[config.mk]
export PLATFORM = sky130hd
export DESIGN_NAME = ones_zeros_residue_det
export DESIGN_NICKNAME = d
export VERILOG_FILES = /design/src/rtl/ozd_pkg.sv /design/src/rtl/ozd_ones_residue.sv /design/src/rtl/ozd_zero_class.sv /design/src/rtl/ones_zeros_residue_det.sv
export SDC_FILE = /design/constraint.sdc
export NUM_CORES = 1
export LEC_CHECK = 0
export BUFFER_PORTS_ARGS = -buffer_cell sky130_fd_sc_hd__buf_2
export CAP_MARGIN = 20
export CORE_AREA = 2 2 39 41
export DETAILED_ROUTE_END_ITERATION = 10
export DIE_AREA = 0 0 41 43
export PLACE_DENSITY_LB_ADDON = 0.12
export SYNTH_ARGS = -nofsm -noshare
export SYNTH_HDL_FRONTEND = slang
export SYNTH_SLANG_ARGS = --single-unit
[constraint.sdc]
create_clock -name clk -period 1.1 [get_ports clk]
set_input_delay 0.11 -clock clk [delete_from_list [all_inputs] [get_ports clk]]
set_output_delay 0.11 -clock clk [all_outputs]
set_load 0.005 [all_outputs]
[src/rtl/ozd_pkg.sv]
package ozd_pkg;
  typedef enum logic [1:0] {
    ZC_NONE = 2'd0,
    ZC_ODD  = 2'd1,
    ZC_EVEN = 2'd2
  } zero_class_e;
endpackage

[src/rtl/ozd_ones_residue.sv]
module ozd_ones_residue #(
  parameter int ONES_MOD = 3
) (
  input  logic clk,
  input  logic rst,
  input  logic bit_i,
  output logic ok_o,
  output logic ok_next_o
);
  localparam int RW = (ONES_MOD > 1) ? $clog2(ONES_MOD) : 1;
  localparam logic [RW-1:0] TOP = RW'(ONES_MOD - 1);

  logic [RW-1:0] res_q, res_d;

  always_comb begin
    res_d = res_q;
    if (bit_i) res_d = (res_q == TOP) ? '0 : res_q + RW'(1);
  end

  always_ff @(posedge clk) begin
    if (rst) res_q <= '0;
    else     res_q <= res_d;
  end

  assign ok_o      = (res_q == '0);
  assign ok_next_o = (res_d == '0);

  // residue stays inside 0..ONES_MOD-1
  assert_res_range_R1: assert property (@(posedge clk) disable iff (rst)
    int'(res_q) < ONES_MOD);
  // a zero bit leaves the residue untouched
  assert_hold_on_zero_R1: assert property (@(posedge clk) disable iff (rst)
    !bit_i |=> $stable(res_q));
  // a one at the top residue wraps to the accepting state
  assert_wrap_R1: assert property (@(posedge clk) disable iff (rst)
    (bit_i && res_q == TOP) |=> ok_o);
endmodule

[src/rtl/ozd_zero_class.sv]
module ozd_zero_class
  import ozd_pkg::*;
(
  input  logic clk,
  input  logic rst,
  input  logic bit_i,
  output logic ok_o,
  output logic ok_next_o
);
  zero_class_e cls_q, cls_d;

  always_comb begin
    cls_d = cls_q;
    if (!bit_i) begin
      case (cls_q)
        ZC_NONE: cls_d = ZC_ODD;
        ZC_ODD:  cls_d = ZC_EVEN;
        ZC_EVEN: cls_d = ZC_ODD;
        default: cls_d = ZC_NONE;
      endcase
    end
  end

  always_ff @(posedge clk) begin
    if (rst) cls_q <= ZC_NONE;
    else     cls_q <= cls_d;
  end

  assign ok_o      = (cls_q == ZC_EVEN);
  assign ok_next_o = (cls_d == ZC_EVEN);

  // a one bit leaves the zero class untouched
  assert_hold_on_one_R2: assert property (@(posedge clk) disable iff (rst)
    bit_i |=> $stable(cls_q));
  // odd followed by a zero becomes nonzero-even, even followed by a zero becomes odd
  assert_odd_to_even_R7: assert property (@(posedge clk) disable iff (rst)
    (cls_q == ZC_ODD && !bit_i) |=> (cls_q == ZC_EVEN));
  assert_even_to_odd_R7: assert property (@(posedge clk) disable iff (rst)
    (cls_q == ZC_EVEN && !bit_i) |=> (cls_q == ZC_ODD));
  // once left, the empty class is never re-entered without reset
  assert_no_return_R7: assert property (@(posedge clk) disable iff (rst)
    (cls_q != ZC_NONE) |=> (cls_q != ZC_NONE));
endmodule

[src/rtl/ones_zeros_residue_det.sv]
module ones_zeros_residue_det #(
  parameter int ONES_MOD = 3
) (
  input  logic clk,
  input  logic rst,
  input  logic x_in,
  output logic det_moore,
  output logic det_mealy,
  output logic ones_ok,
  output logic zeros_ok
);
  logic ones_nx, zeros_nx;

  ozd_ones_residue #(.ONES_MOD(ONES_MOD)) ones_i (
    .clk(clk), .rst(rst), .bit_i(x_in), .ok_o(ones_ok), .ok_next_o(ones_nx)
  );

  ozd_zero_class zeros_i (
    .clk(clk), .rst(rst), .bit_i(x_in), .ok_o(zeros_ok), .ok_next_o(zeros_nx)
  );

  assign det_moore = ones_ok & zeros_ok;
  assign det_mealy = !rst & ones_nx & zeros_nx;

  // the early flag reappears as the registered flag one edge later
  assert_mealy_leads_R4: assert property (@(posedge clk) disable iff (rst)
    det_mealy |=> det_moore);
  assert_mealy_low_leads_R4: assert property (@(posedge clk) disable iff (rst)
    !det_mealy |=> !det_moore);
  // reset leaves both machines at their initial states
  assert_reset_state_R5: assert property (@(posedge clk)
    rst |=> (ones_ok && !zeros_ok && !det_moore));
  // the early flag is masked during reset
  always_comb begin
    if (rst) assert_mealy_masked_R5: assert (!det_mealy);
  end
endmodule

==> summary.txt, run 1 <==
Run status
  – Status: finished, violations left
  – Failing checks: setup timing

Finish
  – # fillers: 160
  – FF/Latch Area: 85.1 sq um
  – Post-Layout Cell Count: 51
  – Post-route cell area: 329 sq um
  – Area growth syn-to-layout: 73.0%
  – Area of the multi-input gates: 134 sq um
  – Final net count: 40
  – # diodes: 0
  – Share of post-route cells with drive strength above 1: 65.7%

Power
  – Leak pwr: 0.000141 uW
  – Pwr Total: 420 uW
  – VDD IR max: 0.425 mV
  – PwrDens: 1280 nW/um^2

STA
  – Tmin final: 1.27 ns
  – Slew margin rel.: 91.5%
  – Final Max Slew Viols: 0
  – Fin. Hold Viols: 0
  – Total Neg Setup Slack: -0.200 ns
  – RSZ-0062 raised after global routing: true
  – Post-Route Skew: 0.0000483 ns
  – Hold Slack: 0.120 ns
  – Fin worst setup slack: -0.171 ns
  – Final setup violation count: 2
  – Slew @ Worst Pin: 0.128 ns
  – Crit share post-route: 116%
  – Fmax achieved: 787 MHz

Drt
  – Vias: 200
  – Iter 0 DRT Violations: 1
  – Vias per std cell: 3.92
  – Wirelength per Cell: 8.88 microns
  – Antenna-violating nets left: 0
  – DR DRC count: 0
  – Drt first pass iters: 3
  – Detailed Route WL: 453 microns

Floorplanning
  – Core Region: 1380 sq um
  – Die area: 1760 sq um
  – # rows: 14
  – Die Y: 43 microns
  – Die width: 41 microns
  – Starting density of the core: 13.7%
  – I/O pins: 7

Logic synthesis
  – Syn. warnings: 0
  – Mean post-synth cell area: 9.06 sq um
  – Post-Synthesis Net Count: 24
  – Sequential-to-total area share from yosys stat: 42.1%
  – Number of synthesized register bits: 4
  – Mapped cell area: 190 sq um
  – Top cell type's share of synthesized area: 42.1%
  – Syn Inst Count: 21
  – Synth cell types: 14
  – Area leader, netlist: dfxtp_1
  – Ranking of synthesized cells by area: dfxtp_1, or3b_1, nand2b_1

Critical path
  – Critical-path top delay cell: or3b_4
  – CP Max Fanout: 2
  – Kind of critical path: reg2out
  – Critical Path AT: 1.16 ns
  – Worst setup EP type: output port
  – Startpoint types: register
  – Worst Path Required: 0.99 ns
  – Cell Chain, Critical Path: or3b_4 > o22ai_2 > buf_2
  – Max incr delay on CP: 0.38 ns

Placement
  – Port Buffers: 6
  – Placed Instance Area: 263 sq um
  – Placed Cells: 46
  – DP HPWL: 332 microns
  – Gpl congestion: 0.688

Clock tree
  – CTS sink cnt: 4
  – Worst-Skew Late Latency: 0.22 ns
  – Clock buffer depth: 2
  – CTS clk-pin slew, worst paths: 0.03 ns
  – CTS root buffer: clkbuf_4
  – H-tree Lvls: 1
  – CTS tree: yes
  – CTS buffer count: 3

Global route
  – GRT Residual Overflow: 0
  – Global-route wire length before repair: 793 microns
  – Largest net degree at the start of global routing: 8
  – Tot GR Track Use: 7.03%
  – Vias in the first global route: 217
  – Antenna violations before repair: 0

Run
  – Max-cap violations: 0

Hold path
  – Hold WC Path Type: in2reg
## cell usage after synthesis (all sizes together)
master / n
a21oi: 3
and2: 1
dfxtp: 4
nand2: 1
nand2b: 2
nand3b: 1
nand4b: 1
nor2: 2
nor2b: 1
o22ai: 1
or3: 1
or3b: 2
xor2: 1
## kinds of logic (layout without fill, tap and decap cells)
| logic type | Yosys count | count (layout) | share of synthesized area [%] |
|---|---|---|---|
| AO/OA/AOI/OAI | 4 | 4 | 13.2 |
| XOR/XNOR | 1 | 1 | 4.61 |
| buffers and inverters | 0 | 14 | 0 |
| flip-flops | 4 | 4 | 42.1 |
| AND/OR/NAND/NOR | 12 | 12 | 40.1 |
## routing by layer
layer / up-vias / wire (microns) / track usage [%]
li1: 104 / - / -
met1: 93 / 163 / 7.07
met2: 3 / 263 / 10.0
met3: 0 / 26 / 3.66
met4: 0 / 0 / 6.00
met5: - / 0 / 0
## flip-flops by register name (all words and copies together) (netlist names)
| signal | cells |
|---|---|
| ones_i.res_q | 2 |
| zeros_i.cls_q | 2 |
## per-stage QoR
| step | setup WS, ns | util, % |
|---|---|---|
| global placement | 0.0529 | 19.0 |
| floorplan | 0.132 | - |
| finish | -0.171 | 23.8 |
| global route | -0.216 | 23.8 |
| detailed placement | 0.0337 | 19.0 |
| CTS | -0.193 | 22.7 |
## what timing repair did
action,4_1_cts,5_1_grt
endpoints found under the setup margin,2,2
gates resized for setup,5,4
buffers inserted,2,0
endpoints found under the hold margin,0,0
hold buffers,0,0
pin swaps,2,2
## area by class of cell
cell class                 count  share of cell area [%]
clock buffer                   3                    6.84
sequential                     4                    25.9
tap                           16                    6.08
timing repair buffer          11                    20.5
multi-input combinational     17                    40.7
## cell usage in the layout, fill, tap and decap left out
master / Yosys / final
or3b_4: 0 / 1
clkbuf_4: 0 / 3
buf_2: 0 / 6
nor2_4: 0 / 1
nand3b_1: 1 / 1
dfxtp_2: 0 / 4
a21oi_1: 2 / 2
nand2_1: 1 / 1
a21oi_2: 1 / 1
or3b_1: 2 / 1
nand2b_1: 2 / 2
xor2_1: 1 / 1
nand4b_1: 1 / 1
buf_4: 0 / 5
and2_1: 1 / 1
nor2_1: 2 / 1
nor2b_4: 0 / 1
or3_1: 1 / 1
o22ai_2: 0 / 1
## power by group
part	leakage, uW	internal, uW	switching (uW)
registers	0.0000344	159	8.06
logic	0.0000925	48.8	34.8
clock network	0.0000138	121	48.4
total	0.000141	329	91.3
## worst paths after layout
path / slack, ns / cells past startpoint / endpoint / from
max: -0.17 / 3 / det_mealy / zeros_i.cls_q[0]
min: 0.12 / 2 / ones_i.res_q[0] / rst
max reg2reg: 0.09 / 3 / zeros_i.cls_q[1] / zeros_i.cls_q[0]
min reg2reg: 0.49 / 2 / ones_i.res_q[0] / ones_i.res_q[0]
## critical path: cells and delay by family, from the launching register on
| family | cells | cell delay [ns] |
|---|---|---|
| AO/OA/AOI/OAI | 1 | 0.11 |
| buffers and inverters | 1 | 0.13 |
| flip-flops | 1 | 0.31 |
| AND/OR/NAND/NOR | 1 | 0.38 |
(Power assumes the default switching activity.)
==> run 2, diff against run 1 <==
ABC_AREA = 1   (was default)
==> summary.txt, run 2 <==
STA
  – Slew margin rel.: 86.1%
  – Fmax achieved: 829 MHz
  – Final Max Slew Viols: 0
  – Slew @ Worst Pin: 0.207 ns
  – Fin worst setup slack: -0.107 ns
  – Crit share post-route: 110%
  – Post-Route Skew: 0.0000673 ns
  – Fin. Hold Viols: 0
  – RSZ-0062 raised after global routing: true
  – Tmin final: 1.21 ns
  – Total Neg Setup Slack: -0.166 ns
  – Final setup violation count: 2

Power
  – Sequential Power Share: 37.5%
  – Leak pwr: 0.000162 uW
  – PwrDens: 1370 nW/um^2
  – Switching Fraction: 26.1%
  – Clk pwr share: 40.0%
  – Int Pwr: 333 uW
  – Comb pwr share: 22.5%
  – VDD IR max: 0.407 mV
  – Psw: 117 uW

Clock tree
  – CTS clk-pin slew, worst paths: 0.04 ns
  – Worst-Skew Late Latency: 0.23 ns
  – CTS sink cnt: 4
  – CTS root buffer: clkbuf_4
  – CTS tree: yes
  – Clock buffer depth: 2
  – H-tree Lvls: 1
  – CTS buffer count: 3

Drt
  – Wirelength per Cell: 8.73 microns
  – Vias per std cell: 3.90
  – DR DRC count: 0
  – Iter 0 DRT Violations: 2
  – Vias: 234
  – Antenna-violating nets left: 0
  – Detailed Route WL: 524 microns
  – Drt first pass iters: 2

Critical path
  – Crit path buf inv count: 1
  – Worst setup EP type: output port
  – Top delay family on crit path: simple AND/OR/NAND/NOR gates
  – Startpoint types: register
  – Max incr delay on CP: 0.35 ns
  – CP Max Fanout: 5
  – Critical Path AT: 1.10 ns
  – Cell Chain, Critical Path: or2_0 > nand2_2 > nand2_2 > nor2_2 > buf_2
  – Worst Path Required: 0.99 ns
  – Kind of critical path: reg2out
  – Critical-path top delay cell: dfxtp_4
  – Most used cell, CP: nand2_2

Finish
  – Area growth syn-to-layout: 68.6%
  – Share of post-route cells with drive strength above 1: 54.5%
  – # fillers: 168
  – Regs by FF count: ones_i.res_q (2), zeros_i.cls_q (2)
  – Final net count: 49
  – Fin util: 23.8%
  – Post-route cell area: 329 sq um
  – Commonest non-fill, non-tap cell in the layout: nand2_1
  – # diodes: 0
  – Most frequent cells in the layout: nand2_1, buf_2, nor2_1, clkbuf_4

Floorplanning
  – Die area: 1760 sq um
  – Die Y: 43 microns
  – Core Region: 1380 sq um
  – Die width: 41 microns
  – # rows: 14
  – I/O pins: 7
  – Starting density of the core: 14.1%

Global route
  – Antenna violations before repair: 0
  – Vias in the first global route: 236
  – Tot GR Track Use: 7.84%
  – GRT Residual Overflow: 0
  – Largest net degree at the start of global routing: 7
  – Global-route wire length before repair: 869 microns

Logic synthesis
  – Number of synthesized register bits: 4
  – Post-Synthesis Net Count: 34
  – Syn. warnings: 0
  – Synth cell types: 12
  – Mean post-synth cell area: 6.30 sq um
  – Mapped cell area: 195 sq um
  – Most instantiated cells after synthesis: nand2_1, nor2_1, dfxtp_1
  – Area leader, netlist: dfxtp_1
  – EDFF count, synth: 0
  – Ranking of synthesized cells by area: dfxtp_1, nand2_1, nor2_1
  – Top cell type's share of synthesized area: 41.0%
  – Dominant cell by count in the synthesized netlist: nand2_1
  – Syn Inst Count: 31
  – Post-synth top flop: dfxtp_1
  – Async S/R FF share, synth: 0%
  – Sequential-to-total area share from yosys stat: 41.0%

Placement
  – Placed Instance Area: 245 sq um
  – Gpl congestion: 0.624
  – Port Buffers: 6
  – DP HPWL: 368 microns

Run status
  – Status: finished, violations left
  – Failing checks: setup timing

Run
  – Max-cap violations: 0

Hold path
  – Hold WC Path Type: in2reg
run 2: changes by cell type after synthesis, moves of 2 or more:
cell	before	now
or3b_1	2	0
nor2_1	2	5
inv_1	0	3
nand2_1	1	11
nand2b_1	2	0
run 2: through the flow:
stage | setup slack, ns | std cells | hold slack (ns) | total power, uW
after floorplan | 0.234 | 31 | 0.182 | 206
final | -0.107 | 60 | 0.0814 | 450
after detailed placement | 0.0907 | 53 | 0.333 | 231
after CTS | -0.120 | 60 | 0.0725 | 444
after global placement | 0.0958 | 53 | 0.327 | 230
after global routing | -0.186 | 60 | 0.0800 | 486
run 2: what timing repair did:
action                                  4_1_cts  5_1_grt
setup buffers                                 4        2
endpoints found under the setup margin        1        3
pin swaps                                     3        3
hold buffers                                  0        0
resized for setup                             1       13
run 2: final timing paths:
check	start	endpoint	slack, ns	depth (start not counted)
hold reg to reg	zeros_i.cls_q[0]	zeros_i.cls_q[0]	0.57	4
hold / removal	rst	ones_i.res_q[0]	0.08	2
setup / recovery	ones_i.res_q[0]	det_mealy	-0.11	5
setup reg to reg	ones_i.res_q[1]	ones_i.res_q[0]	-0.06	7
run 2: area by class of cell:
| class | instances | area [sq um] | share of cell area, % |
|---|---|---|---|
| Tap cell | 16 | 20.0 | 6.08 |
| Sequential cell | 4 | 88.8 | 27.0 |
| Inverter | 4 | 15.0 | 4.56 |
| Timing Repair Buffer | 10 | 67.6 | 20.5 |
| Multi-Input combinational cell | 23 | 115 | 35.0 |
| Clock buffer | 3 | 22.5 | 6.84 |
run 2: logic make-up after synthesis:
group,share of synthesized area [%]
AOI/OAI and AO/OA,5.12
buffers and inverters,7.69
and+or+nand+nor,46.2
DFF,41.0
run 2: worst reg2reg max path: cells and delay by family (launching register included):
family,cells,cell delay (ns)
buffers and inverters,4,0.45
AND/OR/NAND/NOR,2,0.16
AO/OA/AOI/OAI,1,0.14
flip-flops,1,0.35
run 2: routing by layer:
layer	up-vias	GRT usage (%)	routed length, microns
met5	-	0	0
met3	0	4.71	33
met4	0	6.00	0
met1	105	7.74	207
met2	6	11.3	283
li1	123	-	-
run 2: power by group through the flow:
stage	sequential, uW	clock, uW	combinational (uW)
6_report	169	180	101
5_1_grt	171	200	115
4_1_cts	168	191	84.6
3_5_place_dp	169	0	61.4
3_3_place_gp	169	0	60.7
2_1_floorplan	167	0	38.6
==> run 3, diff against run 2 <==
clock period = 1.5 ns   (was 1.1 ns; I/O delays follow)
==> summary.txt, run 3 (synthesized netlist as in run 2, its figures left out) <==
Clock tree
  – H-tree Lvls: 1
  – Post-CTS Setup Inserts: 0
  – CTS clk-pin slew, worst paths: 0.04 ns
  – CTS sink cnt: 4
  – Worst-Skew Late Latency: 0.23 ns
  – Clock buffer depth: 2
  – Post-cts sizing count: 0
  – CTS root buffer: clkbuf_4
  – CTS tree: yes
  – Hold-fix buffers, CTS: 0
  – CTS buffer count: 3

STA
  – Hold Slack: 0.122 ns
  – Tmin final: 1.28 ns
  – RSZ-0062 raised after global routing: false
  – Slew @ Worst Pin: 0.217 ns
  – Total Neg Setup Slack: 0 ns
  – Crit share post-route: 85.3%
  – Fmax achieved: 781 MHz
  – Post-Route Skew: 0.0000297 ns
  – Final setup violation count: 0
  – Slew margin rel.: 85.4%
  – Fin. Hold Viols: 0
  – Final Max Slew Viols: 0

Finish
  – Area growth syn-to-layout: 37.2%
  – FF/Latch Area: 80.1 sq um
  – Most frequent cells in the layout: nand2_1, buf_2, nor2_1, dfxtp_1
  – # fillers: 159
  – Post-Layout Cell Count: 56
  – Share of post-route cells with drive strength above 1: 27.5%
  – Area of the multi-input gates: 100 sq um
  – # diodes: 0
  – Commonest non-fill, non-tap cell in the layout: nand2_1
  – Regs by FF count: ones_i.res_q (2), zeros_i.cls_q (2)
  – Final net count: 45
  – Post-route cell area: 268 sq um

Drt
  – DR DRC count: 0
  – Detailed Route WL: 422 microns
  – Wirelength per Cell: 7.54 microns
  – Metal3 WL: 28 microns
  – DR top layer: met3
  – Vias per std cell: 3.59
  – Drt first pass iters: 4
  – Routed met2 length: 203 microns
  – Iter 0 DRT Violations: 2
  – DRT met1 WL: 190 microns
  – Antenna-violating nets left: 0
  – Vias: 201

Global route
  – Global-route wire length before repair: 648 microns
  – Largest net degree at the start of global routing: 7
  – Tot GR Track Use: 6.31%
  – Antenna violations before repair: 0
  – Vias in the first global route: 172
  – GRT Residual Overflow: 0

Critical path
  – Critical-path top delay cell: dfxtp_1
  – CP Max Fanout: 5
  – Kind of critical path: reg2out
  – Cell Chain, Critical Path: or2_0 > nand2_1 > nand2_1 > nor2_2 > buf_2
  – R2R cell count: 3
  – Levels on crit path: 5
  – Crit path buf inv count: 1
  – Max incr delay on CP: 0.33 ns
  – Most used cell, CP: nand2_1
  – Worst setup path startpoint: ones_i.res_q[0]
  – Critical Path AT: 1.13 ns
  – Worst Path Required: 1.35 ns
  – Top delay family on crit path: simple AND/OR/NAND/NOR gates
  – Reg2reg end: ones_i.res_q[0]
  – Reg2reg start: ones_i.res_q[0]
  – Startpoint types: register
  – Worst setup EP type: output port
  – R2r setup slk: 0.72 ns
  – CP endpoint: det_mealy

Floorplanning
  – Core Region: 1380 sq um
  – Die width: 41 microns
  – Die area: 1760 sq um
  – Starting density of the core: 14.1%
  – # rows: 14
  – Die Y: 43 microns
  – I/O pins: 7

Placement
  – Placed Cells: 53
  – Port Buffers: 6
  – Placed Instance Area: 245 sq um
  – DP HPWL: 339 microns
  – Gpl congestion: 0.637

Power
  – PwrDens: 1120 nW/um^2
  – Leak pwr: 0.000138 uW
  – VDD IR max: 0.234 mV

Hold path
  – Hold WC Path Type: in2reg

Run
  – Max-cap violations: 0

Run status
  – Status: finished, final reports clean
## run 3: changes by cell type in the layout (fill, tap and decap cells not counted), moves of 2 or more
| cell | before | now |
|---|---|---|
| dfxtp_4 | 2 | 0 |
| dfxtp_1 | 1 | 4 |
| nand2_2 | 2 | 0 |
| buf_4 | 2 | 0 |
| nand2_1 | 9 | 11 |
| buf_6 | 2 | 0 |
## run 3: how the worst min path moves through the flow
stage	to	from	slack, ns	cells past startpoint
2_1_floorplan	ones_i.res_q[0]	rst	0.22	1
3_3_place_gp	ones_i.res_q[0]	rst	0.37	2
3_5_place_dp	ones_i.res_q[0]	rst	0.37	2
4_1_cts	zeros_i.cls_q[0]	rst	0.12	2
5_1_grt	ones_i.res_q[1]	rst	0.14	2
6_report	zeros_i.cls_q[0]	rst	0.12	2
## run 3: layout make-up
cell class	instances	area share, %
multi-input combinational	23	37.4
timing repair buffer	6	11.2
clock buffer	3	8.41
inverter	4	5.61
sequential	4	29.9
tap	16	7.48
## run 3: worst reg2reg max path: stages (launching register included)
cell,delay (ns)
dfxtp_1,0.33
or2_0,0.22
nand2_1,0.08
nor2_1,0.04
## run 3: per-layer routing
| metal | track usage (%) | vias up |
|---|---|---|
| li1 | - | 114 |
| met1 | 7.03 | 83 |
| met2 | 7.19 | 4 |
| met3 | 3.14 | 0 |
| met4 | 8.00 | 0 |
| met5 | 0 | - |
## run 3: report_power, final
| part | internal (uW) | switching, uW | leakage (uW) |
|---|---|---|---|
| combinational | 18.5 | 25.6 | 0.0000913 |
| clock | 89.5 | 44.2 | 0.0000138 |
| sequential | 115 | 6.91 | 0.0000332 |
## run 3: metrics by stage
stage,util [%],power [uW],setup slack (ns)
2_1_floorplan,-,151,0.594
3_3_place_gp,17.7,169,0.461
3_5_place_dp,17.7,168,0.464
4_1_cts,19.3,309,0.202
5_1_grt,19.3,322,0.136
6_report,19.3,300,0.220
